==> src/rtl/shift_cnt_pkg.sv <==
// Package: shared types and helpers for the shift counter.
// Assumes the head stage is the most significant bit of the state.
package shift_cnt_pkg;

    // Feedback topology selected by the mode input.
    typedef enum logic {
        MODE_RING  = 1'b0,
        MODE_TWIST = 1'b1
    } shift_mode_e;

    // Starting pattern: only the head stage set.
    function automatic logic [31:0] seed_word(input int unsigned width);
        seed_word = 32'd1 << (width - 1);
    endfunction

endpackage

==> src/rtl/shift_cnt_stage.sv <==
// Module: one storage stage of the shift chain.
// Loads its seed bit on reset or initialize, otherwise takes d each edge.
// Assumes rst_n and init are synchronous to clk.
module shift_cnt_stage #(
    parameter logic SEED_BIT = 1'b0
) (
    input  logic clk,
    input  logic rst_n,
    input  logic init,
    input  logic d,
    output logic q
);

    // Stage register: seed on reset/initialize, shift otherwise.
    always_ff @(posedge clk) begin
        if (!rst_n || init) begin
            q <= SEED_BIT;
        end else begin
            q <= d;
        end
    end

endmodule

==> src/rtl/shift_cnt_feedback.sv <==
// Module: feedback path from the tail stage to the head stage.
// Ring mode passes the tail through; twisted mode inverts it.
// Assumes the tail stage is bit 0 of the state.
module shift_cnt_feedback #(
    parameter int unsigned WIDTH = 4
) (
    input  logic [WIDTH-1:0]             state,
    input  shift_cnt_pkg::shift_mode_e   mode,
    output logic                         head_d
);

    import shift_cnt_pkg::*;

    // Select the head input from the tail according to mode.
    always_comb begin
        unique case (mode)
            MODE_TWIST: head_d = ~state[0];
            default:    head_d = state[0];
        endcase
    end

endmodule

==> src/rtl/shift_cnt_top.sv <==
// Module: ring / Johnson shift counter top.
// A chain of WIDTH stages shifts toward bit 0. The head stage (bit WIDTH-1)
// is fed from the tail through the mode-selected feedback.
// Assumes the counter is initialized before its sequence is relied on.
module shift_cnt_top #(
    parameter int unsigned WIDTH = 4
) (
    input  logic             clk,
    input  logic             rst_n,
    input  logic             init,
    input  logic             mode_i,
    output logic [WIDTH-1:0] count_o
);

    import shift_cnt_pkg::*;

    localparam logic [WIDTH-1:0] SEED = WIDTH'(seed_word(WIDTH));

    shift_mode_e       mode;
    logic              head_d;
    logic [WIDTH-1:0]  stage_d;
    logic [WIDTH-1:0]  stage_q;

    // Map the raw mode pin onto the enumerated type.
    always_comb mode = shift_mode_e'(mode_i);

    shift_cnt_feedback #(.WIDTH(WIDTH)) u_fb (
        .state  (stage_q),
        .mode   (mode),
        .head_d (head_d)
    );

    // Build the chain: head from feedback, each other stage from its upper neighbour.
    for (genvar i = 0; i < WIDTH; i++) begin : g_stage
        if (i == WIDTH - 1) begin : g_head
            assign stage_d[i] = head_d;
        end else begin : g_body
            assign stage_d[i] = stage_q[i+1];
        end

        shift_cnt_stage #(.SEED_BIT(SEED[i])) u_stage (
            .clk   (clk),
            .rst_n (rst_n),
            .init  (init),
            .d     (stage_d[i]),
            .q     (stage_q[i])
        );
    end

    assign count_o = stage_q;

endmodule

==> config.mk <==
export PLATFORM = sky130hd
export DESIGN_NAME = shift_cnt_top
export DESIGN_NICKNAME = d
export VERILOG_FILES = /design/src/rtl/shift_cnt_pkg.sv /design/src/rtl/shift_cnt_stage.sv /design/src/rtl/shift_cnt_feedback.sv /design/src/rtl/shift_cnt_top.sv
export SDC_FILE = /design/constraint.sdc
export NUM_CORES = 1
export LEC_CHECK = 0
export BUFFER_PORTS_ARGS = -buffer_cell sky130_fd_sc_hd__buf_2
export CORE_AREA = 2 2 39 41
export CTS_CLUSTER_SIZE = 20
export DETAILED_ROUTE_END_ITERATION = 16
export DIE_AREA = 0 0 41 43
export GPL_TIMING_DRIVEN = 0
export PLACE_DENSITY = 0.36
export SLEW_MARGIN = 20
export SYNTH_ARGS = -nofsm -noshare
export SYNTH_HDL_FRONTEND = slang
export SYNTH_HIERARCHICAL = 1
export SYNTH_SLANG_ARGS = --single-unit
export TNS_END_PERCENT = 30
==> constraint.sdc <==
create_clock -name clk -period 1.25 [get_ports clk]
set_input_delay 0.0625 -clock clk [delete_from_list [all_inputs] [get_ports clk]]
set_output_delay 0.0625 -clock clk [all_outputs]
set_load 0.01 [all_outputs]
* After elaboration in Yosys (flattened, before gate mapping)
Index checks and enable logic that the tools add are counted.
** Storage, ports and cells
- Word-level logic and storage cells :: 8
- Register bits after elaboration :: 4
- Output and inout bits :: 4
** Cells by class
- Mux-type cells :: 1
- Bitwise gates (word level) :: 1
- Reductions and logical operators :: 2
** Operator list (number)
- logical NOT 1 bit :: 1
- logical OR 1 bit :: 1
- 2-to-1 mux 1 bit :: 1
- NOT 1 bit :: 1

* Longest topological paths before layout
Gate-level depths: netlist of the first run.
- Word-level depth :: 2
- Depth in mapped cells :: 2
- Depth with buffers taken out :: 2

* Modules after synthesis
Netlist of the first run, hierarchy kept.
** By module, submodules not included
- shift_cnt_stage :: area each 28.8 um^2, times used 4, cells each 2
- shift_cnt_feedback :: area each 8.8 um^2, times used 1, cells each 1

* Least setup slack after synthesis of the first run
Ideal clock, no wire load.
- Kind :: register to register
- From :: reg g_stage[0].u_stage.q
- To :: reg g_stage[3].u_stage.q
- Required time :: 1.123 ns
- Arrival time :: 0.790 ns
- Stages on the path, launching flop included :: 3
- Period minus slack after synthesis :: 0.917 ns
- Buffers on the path :: 0
- Path slack :: 0.333 ns
- Path through :: dfxtp_1 -> xor2_1 -> or3b_1
** Between the ends
- Cells in the longest elaborated chain, start to end :: 2
** RTL lines
- start, declared :: line shift_cnt_stage.sv:11 : output logic q
- start signal, assigned :: line shift_cnt_stage.sv:17 : q <= SEED_BIT;
- start signal, assigned :: line shift_cnt_stage.sv:19 : q <= d;
- NOT 1 bit :: line shift_cnt_feedback.sv:17 : MODE_TWIST: head_d = ~state[0];
- 2-to-1 mux 1 bit * :: line shift_cnt_feedback.sv:16 : unique case (mode)
- net head_d :: line shift_cnt_top.sv:20 : logic head_d;
- end signal, assigned :: line shift_cnt_stage.sv:17
- end signal, assigned :: line shift_cnt_stage.sv:19
- end, declared :: line shift_cnt_stage.sv:11
The timed path passes the listed nets; every way through them passes the cells marked *.
A chain may end at the register's enable or synchronous reset.

* Worst setup path in the final report of the first run
Same ends and word-level chain as after synthesis.

==> reports/qor.yml, run 1 <==
r2r_slack_ns: 0.34
ios: 8
endpoint_kind: "flop"
numPortBuffers: 7
largest-register: "g_stage.u_stage/q"
cap_violations: 0
cts_resized: 0
syn-num-nets: 13
layout_common_cells: "buf_2, dfxtp_1, clkbuf_4, and3b_1"
setup_violations: 0
timing_worst_setup_path_type: "reg2reg"
slew_viol_final: 0
worstPathMaxFanout: 2
setup-tns-final_ns: 0
synthMuxAreaShare_pct: 0
synth.yosys.seq_area_share_pct: 64.65
synthCells: 9
hold_viol: 0
synth_compound_area_share_pct: 0
core_area_mm2: 0.001384
ir_drop_mv: 0.2142
vias: 110
htreeDepth: 1
fp.dieH_um: 43
clock.fmax_mhz: 1101
n_antenna_cell: 0
cts_root_buf: "clkbuf_4"
post_dp_cell_area_um2: 178.9
pwr_density_cell_mw_per_mm2: 1548
avgViaCountPerCell: 3.143
layout_commonest_cell: "buf_2"
grt_max_degree: 5
antenna_found_initial: 0
pre_cts_ws_ns: 0.3459
grt-ovfl-total: 0
ys_ff_latch: 4
postCtsHoldBufs: 0
yosys.area_share.simple_pct: 28.28
cts_made_buffers: 3
layout-drive-gt1-share_pct: 52.63
outcome: "finished clean"
cts_setup_buffers: 0
final_antenna_net_count: 0
routed.top_layer: "met4"
grt_pass1_wl_um: 455
die_w_um: 41
p_sw_w: 0.00006158
worstMarginPinSlew_ns: 0.1073
initial_utilization_pct: 8.951
holdCritPathClass: "in2reg"
cts_sinks: 4
r2r-end: "g_stage[3].u_stage/q$_SDFF_PP1_"
synth_top_family_by_area: "simple AND/OR/NAND/NOR gates"
fin_util_pct: 14.56
wl_met1_um: 139
place.gp.congestion: 0.5928
fillers: 158
drc: 0
clock_power_share_pct: 51.0
p_comb_share_pct: 5.8
num_rows: 14
reg_top3: "g_stage.u_stage/q: 4 flops"
p_leak_nw: 0.1065
first_global_vias: 115
crit_start: "g_stage[0].u_stage/q$_SDFF_PP0_"
finalNetCount: 25
sequentialPowerShare_pct: 43.2
period_share_pct: 72.64
cts_tree: "built"
dr_wl_met3_um: 45
crit_end: "g_stage[3].u_stage/q$_SDFF_PP1_"
slew-limit-headroom_pct: 92.84
die_area_mm2: 0.001763
critPathLaunchType: "flop"
wl_per_cell_um: 8.229
fin_skew_ns: 0.0008723
syn2layout_area_growth_pct: 62.63
switching_share_pct: 19.75
layout_setup_ws_ns: 0.3420
multi_input_area_um2: 43.79
largest_reg_flops: 4
worstRegToRegCells: 2
r2r-start: "g_stage[0].u_stage/q$_SDFF_PP0_"
clk_pin_slew_ns: 0.04
design_area_um2: 201.4
regArea_um2: 80.08
syn_area_um2: 123.9
synth.yosys.warnings: 6
drt_iter0_drc: 0
required_ns: 1.36
clock_latency_ns: 0.23
synthDistinctLibCells: 4
wl_um: 288
synth-adder-area-share_pct: 0
rsz0062_at_grt: "no"
period_needed_ns: 0.9080
drt_pass1_iterations: 1
clockBufferDepth: 2
synth-xor-area-share_pct: 7.071
post_synth.cell_area_avg_um2: 13.76
intPower_w: 0.0002503
grt.total_usage_pct: 5.221
arrival_ns: 1.02
routed-wl-met2_um: 79
==> logic make-up (layout without fill, tap and decap cells) <==
group                  after synthesis  after routing
AND/OR/NAND/NOR                      4              4
XOR/XNOR                             1              1
flip-flops                           4              4
buffers and inverters                0             10
==> power by group through the flow <==
stage / combinational, W / clock [W] / sequential [W]
after floorplan: 0.00000502 / 0 / 0.000139
after global placement: 0.0000177 / 0 / 0.000137
after detailed placement: 0.0000185 / 0 / 0.000137
after CTS: 0.0000185 / 0.000167 / 0.000135
after global routing: 0.0000204 / 0.000176 / 0.000135
final: 0.0000181 / 0.000159 / 0.000135
==> per-stage QoR <==
step	hold slack, ns	total power [W]	cells
floorplan	0.1667	0.0001437	9
global placement	0.2807	0.0001543	32
detailed placement	0.2973	0.0001555	32
CTS	0.05166	0.0003207	35
global route	0.05764	0.0003320	35
finish	0.05750	0.0003119	35
==> final cells by class <==
class | count | area share, %
sequential | 4 | 39.75
multi-input combinational | 5 | 21.74
timing repair buffer | 7 | 17.39
clock buffer | 3 | 11.18
tap | 16 | 9.938
==> cells in the mapped netlist <==
| cell type | instances | area (um2) |
|---|---|---|
| dfxtp_1 | 4 | 80.08 |
| or3b_1 | 1 | 8.760 |
| and3b_1 | 3 | 26.28 |
| xor2_1 | 1 | 8.760 |
==> how the worst min path moves through the flow <==
stage,endpoint,from,slack [ns],cells past startpoint
2_1_floorplan,g_stage[3].u_stage/q$_SDFF_PP1_,init,0.17,1
3_3_place_gp,g_stage[3].u_stage/q$_SDFF_PP1_,init,0.28,2
3_5_place_dp,g_stage[3].u_stage/q$_SDFF_PP1_,init,0.30,2
4_1_cts,g_stage[3].u_stage/q$_SDFF_PP1_,init,0.05,2
5_1_grt,g_stage[3].u_stage/q$_SDFF_PP1_,init,0.06,2
6_report,g_stage[3].u_stage/q$_SDFF_PP1_,init,0.06,2
==> worst max-delay path: stages (launching register included) <==
cell and delay [ns]:
dfxtp_1 0.32, xor2_1 0.13, or3b_1 0.34
==> metal layers <==
metal	global-route usage, %	vias to the layer above
met3	4.712	4
li1	-	51
met5	0	-
met4	10.00	0
met1	6.109	45
met2	2.813	10
No activity file was read; power rests on OpenSTA's default activity.
==> run 2, diff against run 1 <==
--- a/config.mk
+++ b/config.mk
@@ -5,13 +5,14 @@
 export SDC_FILE = /design/constraint.sdc
 export NUM_CORES = 1
 export LEC_CHECK = 0
+export ABC_AREA = 1
 export BUFFER_PORTS_ARGS = -buffer_cell sky130_fd_sc_hd__buf_2
 export CORE_AREA = 2 2 39 41
 export CTS_CLUSTER_SIZE = 20
 export DETAILED_ROUTE_END_ITERATION = 16
 export DIE_AREA = 0 0 41 43
 export GPL_TIMING_DRIVEN = 0
-export PLACE_DENSITY = 0.36
+export PLACE_DENSITY = 0.37
 export SLEW_MARGIN = 20
 export SYNTH_ARGS = -nofsm -noshare
 export SYNTH_HDL_FRONTEND = slang
==> constraint.sdc (replaced) <==
create_clock -name clk -period 0.9 [get_ports clk]
set_input_delay 0.045 -clock clk [delete_from_list [all_inputs] [get_ports clk]]
set_output_delay 0.045 -clock clk [all_outputs]
set_load 0.01 [all_outputs]
==> reports/qor.yml, run 2 <==
antenna_found_initial: 0  # unchanged
largest-register: "g_stage.u_stage/q"
die_w_um: 41  # unchanged
wl_met1_um: 109  # -22%
r2r_slack_ns: 0.20  # -0.14 ns
slew_viol_final: 0  # unchanged
layout-drive-gt1-share_pct: 46.43  # -6.2 points
fin_util_pct: 15.82  # +1.3 points
rsz0062_at_grt: "no"
numPortBuffers: 7  # unchanged
dpl.hpwl_um: 247.9
critPathLaunchType: "flop"
ir_drop_mv: 0.2520  # +18%
grt-ovfl-total: 0  # unchanged
r2r-start: "g_stage[0].u_stage/q$_SDFF_PP0_"
synth.yosys.seq_area_share_pct: 56.64  # -8.0 points
period_share_pct: 82.11
synth_commonest_cells: "nand2_1, dfxtp_1, inv_1"
stdcell_count: 44  # +26%
p_comb_share_pct: 7.4  # +1.6 points
fin_skew_ns: 0.0003863  # -0.0004860 ns
synth.area.top_cells: "dfxtp_1, nand2_1, nor2_2"
cts_setup_buffers: 0  # unchanged
dr_wl_met3_um: 81  # +80%
final_antenna_net_count: 0  # unchanged
drt_iter0_drc: 2  # +2
core_area_mm2: 0.001384  # unchanged
switching_share_pct: 20.32  # +0.57 points
grt_max_degree: 5  # unchanged
htreeDepth: 1  # unchanged
worstMarginPinSlew_ns: 0.1020  # -0.005305 ns
layout_commonest_cell: "buf_2"
intPower_w: 0.0003471  # +39%
cts_root_buf: "clkbuf_4"
syn2layout_area_growth_pct: 54.87
outcome: "finished clean"
largest_reg_flops: 4  # unchanged
clockBufferDepth: 2  # unchanged
n_antenna_cell: 0  # unchanged
fp.dieH_um: 43  # unchanged
worstRegToRegCells: 5  # +3
cpLargestDelayFamily: "flip-flops"
synth.yosys.warnings: 6  # unchanged
initial_utilization_pct: 10.22  # +1.3 points
layout_common_cells: "buf_2, nand2_1, dfxtp_1, inv_1"
timing.critical_path.buf_inv: 1  # +1
cts_resized: 0  # unchanged
holdCritPathClass: "in2reg"
period_needed_ns: 0.7390
synth-adder-area-share_pct: 0  # unchanged
wl_um: 296  # +2.8%
post_dp_cell_area_um2: 196.4  # +9.8%
hp-start: "rst_n"
postCtsHoldBufs: 0  # unchanged
cts_sinks: 4  # unchanged
reg_top3: "g_stage.u_stage/q: 4 flops"
design_area_um2: 219.0  # +8.7%
min_path_cells: 2  # unchanged
timing_worst_setup_path_type: "reg2out"
synth-main-ff-cell: "dfxtp_1"
place.gp.congestion: 0.5968  # +0.67%
post_synth.cell_area_avg_um2: 7.855  # -43%
endpoint_kind: "output port"
drc: 0  # unchanged
drt_pass1_iterations: 2  # +1
synthDistinctLibCells: 5  # +1
ys_ff_latch: 4  # unchanged
cts_made_buffers: 3  # unchanged
r2r-end: "g_stage[3].u_stage/q$_SDFF_PP1_"
worstPathMaxFanout: 3  # +1
crit_chain: "buf_2"
crit_path_top_delay_cell: "dfxtp_1"
num_rows: 14  # unchanged
syn-num-nets: 22  # +9
die_area_mm2: 0.001763  # unchanged
ios: 8  # unchanged
clock_power_share_pct: 49.7  # -1.3 points
first_global_vias: 127  # +10%
vias: 142  # +29%
yosys.area_share.simple_pct: 32.74  # +4.5 points
setup_violations: 0  # unchanged
avgViaCountPerCell: 3.227  # +2.7%
synth-xor-area-share_pct: 0  # -7.1 points
setup-tns-final_ns: 0  # unchanged
p_leak_nw: 0.1133  # +6.4%
finalNetCount: 34  # +36%
clk_pin_slew_ns: 0.04  # about the same
slowest_delay_ns: 0.33  # about the same
synthCells: 18  # +9
clock_latency_ns: 0.23  # about the same
cap_violations: 0  # unchanged
synth_top_family_by_area: "simple AND/OR/NAND/NOR gates"
async_reset_ff_share_pct: 0  # unchanged
routed.top_layer: "met3"
dp.cells: 41  # +28%
grt_pass1_wl_um: 448  # -1.5%
required_ns: 0.85  # -0.51 ns
wl_per_cell_um: 6.727  # -18%
pwr_density_cell_mw_per_mm2: 1989  # +29%
hold_viol: 0  # unchanged
synth_edf_count: 0  # unchanged
routed-wl-met2_um: 104  # +32%
cts_tree: "built"
synth_most_common_cell: "nand2_1"
yosysTopAreaCell: "dfxtp_1"
sequentialPowerShare_pct: 42.9  # -0.3 points
arrival_ns: 0.69  # -0.33 ns
synthMuxAreaShare_pct: 0  # unchanged
synth_compound_area_share_pct: 0  # unchanged
grt.total_usage_pct: 4.618  # -0.60 points
holdPathEnd: "g_stage[3].u_stage/q$_SDFF_PP1_"
syn_area_um2: 141.4  # +14%
p_sw_w: 0.00008851  # +44%
slew-limit-headroom_pct: 93.20  # +0.36 points
clock.fmax_mhz: 1353
synth_top_cell_area_share_pct: 56.64  # -8.0 points
==> run 2: cell types whose count changed in the layout (fill, tap and decap cells not counted), sizes merged <==
cell | previous run | this run
nand2 | 0 | 6
inv | 0 | 4
nand3 | 0 | 1
xor2 | 1 | 0
and3b | 3 | 0
nor2 | 0 | 3
or3b | 1 | 0
==> run 2: through the flow <==
stage                     hold WS, ns  worst slack, ns   power, W
after floorplan                0.1119           0.1806  0.0002037
after global placement         0.2812           0.2041  0.0002230
after detailed placement       0.2757           0.1962  0.0002228
after CTS                     0.03070           0.1422  0.0004544
after global routing          0.03714           0.1116  0.0004726
final                         0.03827           0.1610  0.0004356
==> run 2: logic make-up after synthesis <==
group	count (synthesis)
DFF	4
buffers and inverters	4
and+or+nand+nor	10
==> run 2: worst max path at each step <==
stage          slack, ns                             from                         endpoint  depth (start not counted)
4_1_cts             0.14  g_stage[0].u_stage/q$_SDFF_PP0_                       count_o[0]                          1
2_1_floorplan       0.18  g_stage[0].u_stage/q$_SDFF_PP0_  g_stage[3].u_stage/q$_SDFF_PP1_                          5
3_5_place_dp        0.20  g_stage[0].u_stage/q$_SDFF_PP0_  g_stage[3].u_stage/q$_SDFF_PP1_                          5
6_report            0.16  g_stage[0].u_stage/q$_SDFF_PP0_                       count_o[0]                          1
3_3_place_gp        0.20  g_stage[0].u_stage/q$_SDFF_PP0_  g_stage[3].u_stage/q$_SDFF_PP1_                          5
5_1_grt             0.11  g_stage[0].u_stage/q$_SDFF_PP0_                       count_o[0]                          1
==> run 2: layout make-up <==
class / instances / area [um2]
Timing Repair Buffer: 7 / 35.03
Sequential cell: 4 / 80.08
Fill cell: 164 / 1165
Multi-Input combinational cell: 10 / 46.29
Inverter: 4 / 15.01
Clock buffer: 3 / 22.52
Tap cell: 16 / 20.02
==> run 2: power by group through the flow <==
stage	Sequential (W)	Clock, W	Combinational (W)
after global placement	0.000190	0	0.0000328
after floorplan	0.000193	0	0.0000109
after CTS	0.000187	0.000234	0.0000331
final	0.000187	0.000216	0.0000321
after global routing	0.000187	0.000248	0.0000370
after detailed placement	0.000190	0	0.0000330
==> run 2: per-layer routing <==
layer,vias to the layer above,global-route usage [%]
li1,71,-
met1,63,4.180
met2,8,4.063
met3,0,5.759
met4,0,6.000
met5,-,0
